File: config.mk
export PLATFORM = sky130hd
export DESIGN_NAME = clkseq_top
export DESIGN_NICKNAME = d
export VERILOG_FILES = /design/src/rtl/clkseq_pkg.sv /design/src/rtl/clkseq_regs.sv /design/src/rtl/clkseq_seq.sv /design/src/rtl/clkseq_rate.sv /design/src/rtl/clkseq_presc.sv /design/src/rtl/clkseq_top.sv
export SDC_FILE = /design/constraint.sdc
export NUM_CORES = 1
export LEC_CHECK = 0
export BUFFER_PORTS_ARGS = -buffer_cell sky130_fd_sc_hd__buf_2
export CAP_MARGIN = 20
export CELL_PAD_IN_SITES_DETAIL_PLACEMENT = 0
export CELL_PAD_IN_SITES_GLOBAL_PLACEMENT = 2
export CORE_UTILIZATION = 40
export CTS_CLUSTER_DIAMETER = 30
export DETAILED_ROUTE_END_ITERATION = 10
export PLACE_DENSITY = 0.86
export SKIP_LAST_GASP = 1
export SLEW_MARGIN = 20
export SYNTH_ARGS = -nofsm -noshare
export SYNTH_HDL_FRONTEND = slang
export SYNTH_HIERARCHICAL = 1
export SYNTH_SLANG_ARGS = --single-unit
File: constraint.sdc
create_clock -name clk -period 9.1 [get_ports clk]
set_clock_uncertainty 0.1 [all_clocks]
set_input_delay 1.82 -clock clk [delete_from_list [all_inputs] [get_ports clk]]
set_output_delay 1.82 -clock clk [all_outputs]
set_load 0.005 [all_outputs]
File: src/rtl/clkseq_pkg.sv
package clkseq_pkg;

    typedef enum logic [1:0] {
        ST_STABLE = 2'd0,
        ST_RELOCK = 2'd1,
        ST_LIMP   = 2'd2
    } seq_state_e;

    localparam logic [1:0] A_GUARD = 2'd0;
    localparam logic [1:0] A_MULT  = 2'd1;
    localparam logic [1:0] A_CTRL  = 2'd2;
    localparam logic [1:0] A_PRESC = 2'd3;

    localparam logic [1:0] DS_QUARTER = 2'd0;
    localparam logic [1:0] DS_HALF    = 2'd2;
    localparam logic [1:0] DS_FULL    = 2'd3;

    localparam int LS_LSB  = 4;
    localparam int DET_BIT = 2;
    localparam int LCK_BIT = 8;
    localparam int MIS_BIT = 9;

endpackage

File: src/rtl/clkseq_regs.sv
module clkseq_regs
    import clkseq_pkg::*;
#(
    parameter int DATA_W   = 16,
    parameter int MULT_W   = 4,
    parameter int MULT_MAX = 10,
    parameter int PRE_W    = 3
) (
    input  logic              clk,
    input  logic              rst_n,
    input  logic              wr_en,
    input  logic [1:0]        wr_addr,
    input  logic [DATA_W-1:0] wr_data,
    output logic              prot_q,
    output logic [MULT_W-1:0] mult_q,
    output logic [1:0]        dsel_q,
    output logic              det_off_q,
    output logic [PRE_W-1:0]  hs_div,
    output logic [PRE_W-1:0]  ls_div,
    output logic              mult_acc
);

    localparam logic [MULT_W-1:0] MULT_LIM = MULT_W'(MULT_MAX);

    logic [MULT_W-1:0] wr_mult;
    logic [1:0]        wr_dsel;
    logic              wr_ctrl, wr_pre, dsel_ok;
    logic              unused_wr;

    assign wr_mult   = wr_data[MULT_W-1:0];
    assign wr_dsel   = wr_data[1:0];
    assign unused_wr = ^wr_data;

    assign mult_acc = wr_en && prot_q && (wr_addr == A_MULT) &&
                      (dsel_q == DS_QUARTER) && (wr_mult <= MULT_LIM) &&
                      (wr_mult != mult_q);
    assign wr_ctrl  = wr_en && prot_q && (wr_addr == A_CTRL);
    assign wr_pre   = wr_en && prot_q && (wr_addr == A_PRESC);
    assign dsel_ok  = (wr_dsel != DS_FULL) || (dsel_q == DS_HALF);

    always_ff @(posedge clk or negedge rst_n) begin
        if (!rst_n) begin
            prot_q    <= 1'b0;
            mult_q    <= '0;
            dsel_q    <= DS_QUARTER;
            det_off_q <= 1'b0;
            hs_div    <= PRE_W'(1);
            ls_div    <= PRE_W'(2);
        end else begin
            if (wr_en && (wr_addr == A_GUARD))
                prot_q <= wr_data[0];
            if (mult_acc)
                mult_q <= wr_mult;
            if (wr_ctrl) begin
                det_off_q <= wr_data[DET_BIT];
                if (dsel_ok)
                    dsel_q <= wr_dsel;
            end
            if (wr_pre) begin
                hs_div <= wr_data[PRE_W-1:0];
                ls_div <= wr_data[LS_LSB +: PRE_W];
            end
        end
    end

endmodule

File: src/rtl/clkseq_seq.sv
module clkseq_seq
    import clkseq_pkg::*;
#(
    parameter int LOCK_TICKS = 1024,
    parameter int MISS_WIN   = 64
) (
    input  logic       clk,
    input  logic       rst_n,
    input  logic       ref_tick,
    input  logic       mult_acc,
    input  logic       det_off,
    output seq_state_e state_o,
    output logic       locked,
    output logic       miss
);

    localparam int LCW = $clog2(LOCK_TICKS + 1);
    localparam int GW  = $clog2(MISS_WIN + 1);
    localparam logic [LCW-1:0] LOCK_INIT = LCW'(LOCK_TICKS);
    localparam logic [GW-1:0]  GAP_LIM   = GW'(MISS_WIN);

    seq_state_e     state_q, state_d;
    logic [LCW-1:0] lock_cnt;
    logic [GW-1:0]  gap_q;
    logic           miss_q, miss_set, expire;

    assign miss_set = (gap_q >= GAP_LIM) && !det_off && !miss_q;
    assign expire   = ref_tick && (lock_cnt == LCW'(1));

    // state register
    always_ff @(posedge clk or negedge rst_n) begin
        if (!rst_n) state_q <= ST_STABLE;
        else        state_q <= state_d;
    end

    // transitions: accept, restart, expire, lose
    always_comb begin
        state_d = state_q;
        unique case (state_q)
            ST_STABLE: begin
                if (miss_set)      state_d = ST_LIMP;
                else if (mult_acc) state_d = ST_RELOCK;
            end
            ST_RELOCK: begin
                if (miss_set)      state_d = ST_LIMP;
                else if (mult_acc) state_d = ST_RELOCK;
                else if (expire)   state_d = ST_STABLE;
            end
            ST_LIMP:               state_d = ST_LIMP;
            default:               state_d = ST_LIMP;
        endcase
    end

    // outputs
    always_comb begin
        state_o = state_q;
        locked  = (state_q == ST_STABLE);
        miss    = miss_q;
    end

    always_ff @(posedge clk or negedge rst_n) begin
        if (!rst_n) begin
            lock_cnt <= '0;
            gap_q    <= '0;
            miss_q   <= 1'b0;
        end else begin
            if (mult_acc && (state_q != ST_LIMP))
                lock_cnt <= LOCK_INIT;
            else if ((state_q == ST_RELOCK) && ref_tick && (lock_cnt != '0))
                lock_cnt <= lock_cnt - LCW'(1);
            if (ref_tick)
                gap_q <= '0;
            else if (gap_q != GAP_LIM)
                gap_q <= gap_q + GW'(1);
            if (miss_set)
                miss_q <= 1'b1;
        end
    end

endmodule

File: src/rtl/clkseq_rate.sv
module clkseq_rate
    import clkseq_pkg::*;
#(
    parameter int REF_PERIOD = 16,
    parameter int MULT_W     = 4
) (
    input  logic              clk,
    input  logic              rst_n,
    input  seq_state_e        state,
    input  logic [MULT_W-1:0] mult_q,
    input  logic [1:0]        dsel_q,
    output logic              sys_ce
);

    localparam int DEN   = 4 * REF_PERIOD;
    localparam int NUM_W = MULT_W + 3;
    localparam int ACC_W = $clog2(DEN + (1 << NUM_W)) + 1;
    localparam logic [ACC_W-1:0] DEN_V = ACC_W'(DEN);

    logic [NUM_W-1:0] m_eff, num;
    logic [ACC_W-1:0] acc_q, sum;

    always_comb begin
        m_eff = (mult_q == '0) ? NUM_W'(1) : NUM_W'(mult_q);
        unique case (state)
            ST_RELOCK: num = NUM_W'(2);
            ST_LIMP:   num = NUM_W'(1);
            default: begin
                unique case (dsel_q)
                    DS_FULL: num = m_eff << 2;
                    DS_HALF: num = m_eff << 1;
                    default: num = m_eff;
                endcase
            end
        endcase
        sum = acc_q + ACC_W'(num);
    end

    always_ff @(posedge clk or negedge rst_n) begin
        if (!rst_n) begin
            acc_q  <= '0;
            sys_ce <= 1'b0;
        end else if (sum >= DEN_V) begin
            acc_q  <= sum - DEN_V;
            sys_ce <= 1'b1;
        end else begin
            acc_q  <= sum;
            sys_ce <= 1'b0;
        end
    end

endmodule

File: src/rtl/clkseq_presc.sv
module clkseq_presc #(
    parameter int PRE_W = 3
) (
    input  logic             clk,
    input  logic             rst_n,
    input  logic             sys_ce,
    input  logic [PRE_W-1:0] field,
    output logic             ce_out
);

    localparam int CNT_W = PRE_W + 1;

    logic [CNT_W-1:0] cnt_q;
    logic             last;

    assign last   = (field == '0) || (cnt_q >= ({field, 1'b0} - CNT_W'(1)));
    assign ce_out = sys_ce && last;

    always_ff @(posedge clk or negedge rst_n) begin
        if (!rst_n)
            cnt_q <= '0;
        else if (sys_ce)
            cnt_q <= last ? '0 : cnt_q + CNT_W'(1);
    end

endmodule

File: src/rtl/clkseq_top.sv
module clkseq_top
    import clkseq_pkg::*;
#(
    parameter int DATA_W     = 16,
    parameter int MULT_W     = 4,
    parameter int MULT_MAX   = 10,
    parameter int PRE_W      = 3,
    parameter int REF_PERIOD = 16,
    parameter int LOCK_TICKS = 1024,
    parameter int MISS_WIN   = 64
) (
    input  logic              clk,
    input  logic              rst_n,
    input  logic              ref_tick,
    input  logic              wr_en,
    input  logic [1:0]        wr_addr,
    input  logic [DATA_W-1:0] wr_data,
    input  logic [1:0]        rd_addr,
    output logic [DATA_W-1:0] rd_data,
    output logic              sys_ce,
    output logic              hs_ce,
    output logic              ls_ce,
    output logic              locked,
    output logic              miss_clk
);

    localparam int N_PRE = 2;

    logic              prot_q, det_off_q, mult_acc;
    logic [MULT_W-1:0] mult_q;
    logic [1:0]        dsel_q;
    logic [PRE_W-1:0]  hs_div, ls_div;
    logic [PRE_W-1:0]  pre_div [N_PRE];
    logic [N_PRE-1:0]  pre_ce;
    seq_state_e        state;

    clkseq_regs #(
        .DATA_W(DATA_W), .MULT_W(MULT_W), .MULT_MAX(MULT_MAX), .PRE_W(PRE_W)
    ) u_regs (
        .clk(clk), .rst_n(rst_n), .wr_en(wr_en), .wr_addr(wr_addr),
        .wr_data(wr_data), .prot_q(prot_q), .mult_q(mult_q), .dsel_q(dsel_q),
        .det_off_q(det_off_q), .hs_div(hs_div), .ls_div(ls_div),
        .mult_acc(mult_acc)
    );

    clkseq_seq #(
        .LOCK_TICKS(LOCK_TICKS), .MISS_WIN(MISS_WIN)
    ) u_seq (
        .clk(clk), .rst_n(rst_n), .ref_tick(ref_tick), .mult_acc(mult_acc),
        .det_off(det_off_q), .state_o(state), .locked(locked), .miss(miss_clk)
    );

    clkseq_rate #(
        .REF_PERIOD(REF_PERIOD), .MULT_W(MULT_W)
    ) u_rate (
        .clk(clk), .rst_n(rst_n), .state(state), .mult_q(mult_q),
        .dsel_q(dsel_q), .sys_ce(sys_ce)
    );

    assign pre_div[0] = hs_div;
    assign pre_div[1] = ls_div;

    for (genvar g = 0; g < N_PRE; g++) begin : g_pre
        clkseq_presc #(.PRE_W(PRE_W)) u_pre (
            .clk(clk), .rst_n(rst_n), .sys_ce(sys_ce),
            .field(pre_div[g]), .ce_out(pre_ce[g])
        );
    end

    assign hs_ce = pre_ce[0];
    assign ls_ce = pre_ce[1];

    always_comb begin
        rd_data = '0;
        unique case (rd_addr)
            A_GUARD: rd_data[0] = prot_q;
            A_MULT:  rd_data[MULT_W-1:0] = mult_q;
            A_CTRL: begin
                rd_data[1:0]     = dsel_q;
                rd_data[DET_BIT] = det_off_q;
                rd_data[LCK_BIT] = locked;
                rd_data[MIS_BIT] = miss_clk;
            end
            default: begin
                rd_data[PRE_W-1:0]      = hs_div;
                rd_data[LS_LSB +: PRE_W] = ls_div;
            end
        endcase
    end

endmodule

==> summary.md, run 1 <==
| Metric | Value |
|---|---|
| Vias/cell | 5.22 |
| Root Driver | clkbuf_8 |
| Clock tree buffer depth | 2 |
| CTS Sinks | 53 |
| Global Route Usage Sum | 16.0% |
| Switching share of total power | around 40% |
| DR WL/cell | 13.7 um |
| Die Width | 95.1 um |
| Total CTS buffers | 5 |
| Initial Util | 41.7% |
| Maximum clock frequency | 219 MHz |
| RR Startpoint | u_regs/mult_q[3]$_DFFE_PN0P_ |
| Pin count of the biggest net entering global routing | 54 |
| RSZ-0062 raised after global routing | no |
| Die ar. | 9030 um2 |
| Data arrival, critical path | 2.65 ns |
| Placed cells | between 400 and 500 |
| EDFF count, synth | 0 |
| Synth Cell Area | 3460 um2 |
| RePlAce Congestion | 0.729 |
| IO buf count | 28 |
| Nets | between 400 and 500 |
| Die Y | 95.1 um |
| CTS resizes | 0 |
| Flop-to-flop setup slack | 5.41 ns |
| Sequential share of power | 40.2% |
| Worst-Margin Slew | 0.709 ns |
| CP Capture Type | output pin |
| Post-layout util | between 40 and 50% |
| Final worst path period share | 50.2% |
| Core area | 8300 um2 |
| Status | finished, final reports clean |
| Final Instance Count excl. Fillers | 480 |
| Yosys reg bits | 53 |
| Most common cell after layout, fill and taps aside | dfrtp_1 |
| Clk pin slew, worst setup/hold paths | roughly 0.1 ns |
| Reg2reg path depth | 14 |
| Grt ovf | 0 |
| # DRC | 0 |
| Critical Path Source Type | primary input |
| Setup Fix Bufs, Post-CTS | 0 |
| Lkg Pwr | 1.79 nW |
| HP Class | flip-flop to flip-flop |
| Initial antenna violation count | 0 |
| Clock share of power | 14.2% |
| Max_cap viols | 0 |
| Post-DP HPWL | 4830 um |
| Critical path startpoint | rd_addr[0] |
| Max H-tree Level | 2 |
| Row cnt | 33 |
| Crit path to | rd_data[0] |
| Switch Pwr | 379 uW |
| Asr flop ratio synth | 100% |
| Layout area overhead | 8.60% |
| Share of cells above drive strength 1 | 18.7% |
| Worst slew margin | 52.8% |
| Final ANT Viol Nets | 0 |
| Power Internal | 558 uW |
| Vias in the first global route | 2418 |
| Combinational share of power | 45.6% |
| Worst flop-to-flop path endpoint | u_rate/acc_q[8]$_DFF_PN0_ |
| Clock latency on the worst-skew pair | 0.31 ns |
| Final setup fails | 0 |
| Ys Warns | 6 |
| Mean Syn Cell Area | ~10 um2 |
| Hold Buf Count CTS | 0 |
| Crit path kind | primary input to output pin |
| Synth Flop Type | dfrtp_1 |
| CP Data Required Time | 7.18 ns |
| TritonCTS clock tree | yes |
| Fillers | just over 800 |
| Commonest non-fill, non-tap cells in the layout | 51 x dfrtp_1, 29 x nor2_1, 28 x buf_2 |
| Post-synthesis sequential area ratio | 38.4% |
| Drt pass-1 iters | 4 |
| Routed vias | 2505 |
| Library cells used by synthesis | 66 |
| DRT iter0 DRCs | 81 |
| Number of antenna diodes | 0 |
| Mapped Cells | 345 |
| Setup TNS | 0 ns |
| HP Start | u_seq/lock_cnt[10]$_DFFE_PN0P_ |
| Slew Limit Fails | 0 |
| Fin. Hold Viols | 0 |
| First-pass GRT wire length | 11400 um |
| Final min period | 4.57 ns |
| Ports | 45 |
| Worst VDD drop | roughly 130 uV |
| WL final | ~6600 um |
| PwrDens | 249 nW/um2 |
| Max FO, Critical Path | 8 |
critical path, stage by stage:
cell	delay, ns
buf_2	0.18
mux4_2	0.51
buf_2	0.14
metrics by stage:
| step | hold WS [ns] | setup slack [ns] | total power [mW] | area [um2] |
|---|---|---|---|---|
| floorplan | 0.371 | 4.87 | 0.714 | 3490 |
| global placement | 0.382 | 4.53 | 0.799 | 3670 |
| detailed placement | 0.394 | 4.53 | 0.814 | 3670 |
| CTS | 0.419 | 4.53 | 0.953 | 3760 |
| global route | 0.447 | 4.49 | 1.03 | 3760 |
| finish | 0.413 | 4.53 | 0.937 | 3760 |
worst min path at each step:
stage	end	cells after the start
6_report	u_seq/lock_cnt[10]$_DFFE_PN0P_	1
5_1_grt	u_rate/acc_q[0]$_DFF_PN0_	1
4_1_cts	u_seq/lock_cnt[10]$_DFFE_PN0P_	1
3_5_place_dp	u_seq/lock_cnt[10]$_DFFE_PN0P_	1
3_3_place_gp	u_seq/lock_cnt[10]$_DFFE_PN0P_	1
2_1_floorplan	u_seq/lock_cnt[10]$_DFFE_PN0P_	1
state kept, by name, summed over array words and instances (netlist names):
signal,cells
u_regs/det_off_q,1
u_regs/dsel_q,2
u_seq/lock_cnt,11
g_pre.u_pre/cnt_q,8
u_rate/acc_q,9
u_regs/mult_q,4
u_regs/prot_q,1
u_rate/sys_ce,1
u_seq/miss,1
u_regs/ls_div,3
u_seq/gap_q,7
u_seq/state_o,2
u_regs/hs_div,3
area by class of cell:
class	instances	area, um2	area share [%]
Clock inverter	3	17.5	0.466
Sequential cell	53	1330	35.3
Clock buffer	5	68.8	1.83
Multi-Input combinational cell	263	1980	52.7
Inverter	21	78.8	2.10
Tap cell	105	131	3.49
Timing Repair Buffer	30	155	4.13
per-layer routing:
layer | routed length, um | track usage, % | vias to the layer above
met5 | 0 | 0 | -
met4 | 77 | 4.42 | 0
met3 | 150 | 2.95 | 6
met2 | 3070 | 26.0 | 28
met1 | 3290 | 21.8 | 1204
li1 | - | - | 1267
cell usage after synthesis, types with 3 or more instances:
master,count,share of area (%)
nand2_1,17,1.8
inv_1,21,2.3
xor2_1,11,2.8
o21ai_0,6,0.87
nor2b_1,4,0.72
or3_1,3,0.54
nor3_1,7,1.0
nand2b_1,7,1.3
xnor2_1,11,2.8
a21oi_2,4,1.0
and3b_1,3,0.76
and3_1,5,0.90
o22ai_1,4,0.72
buf_4,9,2.0
a211oi_1,3,0.65
and2_1,5,0.90
dfrtp_1,51,37
mux2_2,10,3.3
o211ai_1,3,0.65
a31oi_1,4,0.72
mux2i_1,8,2.3
a21oi_1,13,1.9
nor2_1,29,3.1
ha_1,26,9.4
mux2_1,4,1.3
a21boi_0,3,0.65
nand4_1,3,0.54
nand3_1,16,2.3
a21o_1,5,1.1
clkbuf_1,3,0.33
power by group through the flow:
stage | logic, mW | registers [mW] | clock network, mW
2_1_floorplan | 0.362 | 0.353 | 0
3_3_place_gp | 0.418 | 0.381 | 0
3_5_place_dp | 0.431 | 0.383 | 0
4_1_cts | 0.433 | 0.378 | 0.143
5_1_grt | 0.493 | 0.390 | 0.148
6_report | 0.427 | 0.377 | 0.133
logic make-up after synthesis:
kind of cell / after synthesis / share of synthesized area [%]
other: 1 / 0.108
muxes: 23 / 7.51
xor gates and xnor gates: 22 / 5.56
adders and majority gates: 27 / 9.97
AOI/OAI and AO/OA: 65 / 14.2
and+or+nand+nor: 119 / 19.2
DFF: 53 / 38.4
buffers and inverters: 35 / 5.09
No activity file was read; power rests on OpenSTA's default activity.
==> inputs of run 2 (changes only) <==
--- a/config.mk
+++ b/config.mk
@@ -9,10 +9,10 @@
 export CAP_MARGIN = 20
 export CELL_PAD_IN_SITES_DETAIL_PLACEMENT = 0
 export CELL_PAD_IN_SITES_GLOBAL_PLACEMENT = 2
-export CORE_UTILIZATION = 40
+export CORE_UTILIZATION = 37
 export CTS_CLUSTER_DIAMETER = 30
 export DETAILED_ROUTE_END_ITERATION = 10
-export PLACE_DENSITY = 0.86
+export PLACE_DENSITY = 0.81
 export SKIP_LAST_GASP = 1
 export SLEW_MARGIN = 20
 export SYNTH_ARGS = -nofsm -noshare
==> constraint.sdc (replaced) <==
create_clock -name clk -period 4.75 [get_ports clk]
set_clock_uncertainty 0.1 [all_clocks]
set_input_delay 0.95 -clock clk [delete_from_list [all_inputs] [get_ports clk]]
set_output_delay 0.95 -clock clk [all_outputs]
set_load 0.005 [all_outputs]
==> summary.md, run 2 (same netlist as run 1, synthesis figures left out) <==
| Metric | Value |
|---|---|
| Drt pass-1 iters | 4 |
| Die ar. | roughly 10000 um2 |
| Hold Buf Count CTS | 0 |
| Post-DP Area | 3680 um2 |
| Final setup fails | 0 |
| Max FO, Critical Path | 8 |
| Worst VDD drop | 241 uV |
| Row cnt | 34 |
| DR WL/cell | 14.0 um |
| CTS resizes | 0 |
| Final worst path period share | 77.7% |
| Crit path cell chain | nor3_1, nor2_1, nor2_1, mux2i_1, a21oi_1, ha_1, a211oi_2, nor3_1, o21ai_0, xor2_1, ha_1, nand2_1, or4_4, a41oi_2 |
| Clock tree buffer depth | 2 |
| Crit-path slowest cell | dfrtp_1 |
| Fin. Hold Viols | 0 |
| TritonCTS clock tree | yes |
| First-pass GRT wire length | 12000 um |
| Ports | between 40 and 50 |
| Setup Fix Bufs, Post-CTS | 0 |
| Nets | around 430 |
| Lkg Pwr | 1.79 nW |
| Storage cell area | 1330 um2 |
| DRT iter0 DRCs | 60 |
| CP Capture Type | flip-flop |
| Maximum clock frequency | 271 MHz |
| IO buf count | 28 |
| Fillers | 887 |
| PwrDens | around 480 nW/um2 |
| Commonest non-fill, non-tap cells in the layout | 51 x dfrtp_1, 29 x nor2_1, 28 x buf_2 |
| Post-DP HPWL | 4980 um |
| Critical Path Source Type | flip-flop |
| Vias/cell | 5.29 |
| CTS Sinks | 53 |
| Final ANT Viol Nets | 0 |
| Crit path kind | flip-flop to flip-flop |
| Largest register FFs | 11 |
| Layout area overhead | 8.71% |
| Slew Limit Fails | 0 |
| Pin count of the biggest net entering global routing | 28 |
| Die Width | 98.8 um |
| RePlAce Congestion | 0.753 |
| Pwr Total | 1.80 mW |
| Core area | 8890 um2 |
| Share of cells above drive strength 1 | 18.2% |
| Cell family with most CP delay | compound AO/OA/AOI/OAI gates |
| Max incr delay on CP | 0.49 ns |
| Clock latency on the worst-skew pair | 0.30 ns |
| WL final | 6760 um |
| CP bufs+invs | 0 |
| # DRC | 0 |
| Root Driver | clkbuf_8 |
| Global Route Usage Sum | between 15 and 20% |
| RSZ-0062 raised after global routing | no |
| HP Class | flip-flop to flip-flop |
| Setup TNS | 0 ns |
| Most common cell after layout, fill and taps aside | dfrtp_1 |
| Worst-Margin Slew | 0.653 ns |
| Vias in the first global route | 2488 |
| Final min period | between 3 and 4 ns |
| Worst slew margin | between 50% and 60% |
| Max_cap viols | 0 |
| Status | finished, final reports clean |
| CP Data Required Time | 4.87 ns |
| Initial Util | 39.0% |
| Initial antenna violation count | 0 |
| Number of antenna diodes | 0 |
| Die Y | 98.8 um |
| Data arrival, critical path | 3.82 ns |
| Final instance area | 3760 um2 |
| Area of the multi-input gates | 1980 um2 |
| Biggest regs | u_seq/lock_cnt: 11 flops, u_rate/acc_q: 9 flops, g_pre.u_pre/cnt_q: 8 flops |
| Grt ovf | 0 |
| Max H-tree Level | 2 |
| Total CTS buffers | 5 |
| Routed vias | 2549 |
| Clk pin slew, worst setup/hold paths | around 0.090 ns |
| Top reg by flops | u_seq/lock_cnt |
==> run 2: cell types whose count changed in the layout (fill, tap and decap cells not counted) <==
cell | before | now
clkbuf_8 | 5 | 6
clkinv_2 | 2 | 0
clkbuf_1 | 0 | 1
clkinvlp_4 | 1 | 0
==> run 2: final cells by class <==
class | instances | share of cell area (%)
Tap cell | 108 | 3.59
Sequential cell | 53 | 35.3
Inverter | 21 | 2.09
Clock buffer | 7 | 2.29
Timing Repair Buffer | 30 | 4.12
Multi-Input combinational cell | 263 | 52.6
==> run 2: metrics by stage <==
step	setup WS [ns]	utilization, %	hold WS [ns]	std cells
after detailed placement	1.03	41.4	0.395	475
after global routing	0.728	42.3	0.433	482
after CTS	1.03	42.3	0.422	482
final	1.06	42.3	0.415	482
after floorplan	1.45	-	0.371	351
after global placement	1.11	41.4	0.383	475
==> run 2: final timing paths <==
| check | slack (ns) | start | end | depth (start not counted) |
|---|---|---|---|---|
| min | 0.42 | u_rate/acc_q[0]$_DFF_PN0_ | u_rate/acc_q[0]$_DFF_PN0_ | 1 |
| max reg2reg | 1.06 | u_regs/mult_q[3]$_DFFE_PN0P_ | u_rate/acc_q[8]$_DFF_PN0_ | 14 |
| min reg2reg | 0.42 | u_rate/acc_q[0]$_DFF_PN0_ | u_rate/acc_q[0]$_DFF_PN0_ | 1 |
| max in group asynchronous | 3.16 | rst_n | u_seq/state_o[1]$_DFFE_PN0P_ | 2 |
| max | 1.06 | u_regs/mult_q[3]$_DFFE_PN0P_ | u_rate/acc_q[8]$_DFF_PN0_ | 14 |
| min in group asynchronous | 0.57 | rst_n | g_pre[0].u_pre/cnt_q[3]$_DFFE_PN0P_ | 1 |
==> run 2: routing by layer <==
metal | routed length, um | GRT usage (%)
met1 | 3420 | 20.4
met2 | 3060 | 25.0
met3 | 161 | 2.20
met4 | 121 | 4.82
met5 | 0 | 0
==> run 2: power breakdown <==
group	total, mW	internal (mW)	leakage [nW]	switching (mW)
clock	0.261	0.116	0.0443	0.144
combinational	0.820	0.390	1.08	0.430
sequential	0.724	0.578	0.667	0.146
==> inputs of run 3 (changes only) <==
--- a/config.mk
+++ b/config.mk
@@ -9,10 +9,10 @@
 export CAP_MARGIN = 20
 export CELL_PAD_IN_SITES_DETAIL_PLACEMENT = 0
 export CELL_PAD_IN_SITES_GLOBAL_PLACEMENT = 2
-export CORE_UTILIZATION = 37
+export CORE_UTILIZATION = 33
 export CTS_CLUSTER_DIAMETER = 30
 export DETAILED_ROUTE_END_ITERATION = 10
-export PLACE_DENSITY = 0.81
+export PLACE_DENSITY = 0.76
 export SKIP_LAST_GASP = 1
 export SLEW_MARGIN = 20
 export SYNTH_ARGS = -nofsm -noshare
==> constraint.sdc (replaced) <==
create_clock -name clk -period 3.32 [get_ports clk]
set_clock_uncertainty 0.1 [all_clocks]
set_input_delay 0.664 -clock clk [delete_from_list [all_inputs] [get_ports clk]]
set_output_delay 0.664 -clock clk [all_outputs]
set_load 0.005 [all_outputs]
==> summary.md, run 3 (same netlist as run 1, synthesis figures left out) <==
| Metric | Value |
|---|---|
| Setup ws final | between 0.1 and 0.15 ns |
| Total CTS buffers | 5 |
| Vias/cell | 4.89 |
| Share of cells above drive strength 1 | 23.9% |
| Global Route Usage Sum | 13.5% |
| Commonest non-fill, non-tap cells in the layout | 51 x dfrtp_1, 29 x nor2_1, 28 x buf_2 |
| Row cnt | 37 |
| Clock latency on the worst-skew pair | just over 0.3 ns |
| Largest register FFs | 11 |
| Ports | 45 |
| Reg2reg path depth | 14 |
| Final instance area | 3970 um2 |
| Critical path startpoint | u_seq/state_o[1]$_DFFE_PN0P_ |
| Routed vias | around 2600 |
| IO buf count | 28 |
| Biggest regs | u_seq/lock_cnt: 11 flops, u_rate/acc_q: 9 flops, g_pre.u_pre/cnt_q: 8 flops |
| Initial antenna violation count | 0 |
| CP Data Required Time | approximately 3.4 ns |
| Worst flop-to-flop path endpoint | u_rate/acc_q[8]$_DFF_PN0_ |
| Root Driver | clkbuf_8 |
| Fin. Hold Viols | 0 |
| Crit path kind | flip-flop to flip-flop |
| Most common cell after layout, fill and taps aside | dfrtp_1 |
| RSZ-0062 raised after global routing | yes |
| Max_cap viols | 0 |
| Vias in the first global route | 2554 |
| Crit path to | u_rate/acc_q[8]$_DFF_PN0_ |
| Die Width | between 100 and 150 um |
| Maximum clock frequency | 315 MHz |
| Pwr Total | 2.77 mW |
| Nets | 440 |
| Clk pin slew, worst setup/hold paths | 0.10 ns |
| Post-DP Area | 3820 um2 |
| DRT iter0 DRCs | 70 |
| Worst-Margin Slew | 0.583 ns |
| Final worst path period share | 95.7% |
| Drt pass-1 iters | 4 |
| RR Startpoint | u_seq/state_o[1]$_DFFE_PN0P_ |
| Max H-tree Level | 2 |
| Post-DP HPWL | 5180 um |
| Die ar. | 10900 um2 |
| Worst VDD drop | 219 uV |
| Critical Path Source Type | flip-flop |
| # DRC | 0 |
| Data arrival, critical path | approximately 3.3 ns |
| Final min period | 3.18 ns |
| Grt ovf | 0 |
| Max FO, Critical Path | 3 |
| Final ANT Viol Nets | 0 |
| Core area | between 10000 and 15000 um2 |
| Top reg by flops | u_seq/lock_cnt |
| PwrDens | about 700 nW/um2 |
| WL final | ~7000 um |
| RePlAce Congestion | 0.732 |
| Flop-to-flop setup slack | around 0.14 ns |
| Layout area overhead | 14.7% |
| Fillers | around 1100 |
| CTS Sinks | 53 |
| Number of antenna diodes | 0 |
| DP Worst Slack | -0.0104 ns |
| HP Class | primary input to async pin |
| DR WL/cell | 13.0 um |
| TritonCTS clock tree | yes |
| Lkg Pwr | 1.88 nW |
| Slew Limit Fails | 0 |
| Worst slew margin | 60.9% |
| Initial Util | about 34% |
| CP Capture Type | flip-flop |
| First-pass GRT wire length | about 12000 um |
| Status | finished, final reports clean |
| Post-layout util | 38.8% |
| Pin count of the biggest net entering global routing | 34 |
| Final setup fails | 0 |
| Clock tree buffer depth | 2 |
| Die Y | 104 um |
[run 3: cell types whose count changed in the layout (fill, tap and decap cells not counted), moves of 2 or more]
| cell | before | now |
|---|---|---|
| a21oi_1 | 13 | 11 |
| a21oi_2 | 4 | 6 |
| ha_2 | 0 | 2 |
| buf_4 | 2 | 17 |
| o21ai_0 | 6 | 4 |
| ha_1 | 26 | 23 |
[run 3: report_power, final]
group | internal [mW] | switching [mW] | leakage, nW
registers | 0.828 | 0.167 | 0.667
clock network | 0.220 | 0.209 | 0.0540
logic | 0.653 | 0.691 | 1.16
total | 1.70 | 1.07 | 1.88
[run 3: worst min path at each step]
stage	startpoint	end	slack [ns]	cells after the start
finish	rst_n	u_seq/lock_cnt[4]$_DFFE_PN0P_	0.22	2
global route	rst_n	u_seq/lock_cnt[5]$_DFFE_PN0P_	0.23	2
CTS	rst_n	u_seq/lock_cnt[5]$_DFFE_PN0P_	0.22	2
detailed placement	u_rate/acc_q[0]$_DFF_PN0_	u_rate/acc_q[0]$_DFF_PN0_	0.40	1
global placement	u_seq/lock_cnt[10]$_DFFE_PN0P_	u_seq/lock_cnt[10]$_DFFE_PN0P_	0.38	1
floorplan	rst_n	g_pre[0].u_pre/cnt_q[0]$_DFFE_PN0P_	0.27	0
[run 3: per-stage QoR]
stage / hold slack, ns / TNS [ns] / std cells
detailed placement: 0.397 / -0.0104 / 517
global route: 0.235 / -0.0500 / 525
global placement: 0.382 / 0 / 517
CTS: 0.223 / 0 / 524
floorplan: 0.268 / 0 / 351
finish: 0.219 / 0 / 525
[run 3: cell type report]
cell class | instances | area, um2 | share of cell area, %
Inverter | 21 | 78.8 | 1.98
Clock buffer | 5 | 68.8 | 1.73
Timing Repair Buffer | 45 | 268 | 6.74
Sequential cell | 53 | 1330 | 33.5
Multi-Input combinational cell | 263 | 2020 | 50.9
Tap cell | 136 | 170 | 4.28
Clock inverter | 2 | 35.0 | 0.882
[run 3: repair_timing]
item / CTS / global route
gates resized for setup: 1 / 11
setup buffers: 0 / 1
endpoints found under the setup margin: 3 / 4
pin swaps: 0 / 7
hold buffers: 0 / 0
[run 3: critical path, stage by stage, from the launching register on]
cell	delay, ns
dfrtp_1	0.39
ha_1	0.30
mux2_2	0.34
ha_2	0.20
fa_2	0.35
nand3_1	0.11
a21o_1	0.17
and2_4	0.17
xnor2_2	0.12
buf_4	0.14
inv_1	0.05
ha_1	0.21
xor2_1	0.16
xnor2_1	0.20
a41oi_2	0.05
[run 3: metal layers]
metal  global-route usage, %  part of all wire, %
met4                    3.67                  1.2
met5                       0                    0
met3                    2.07                  2.5
met2                    23.2                   48
met1                    17.7                   48
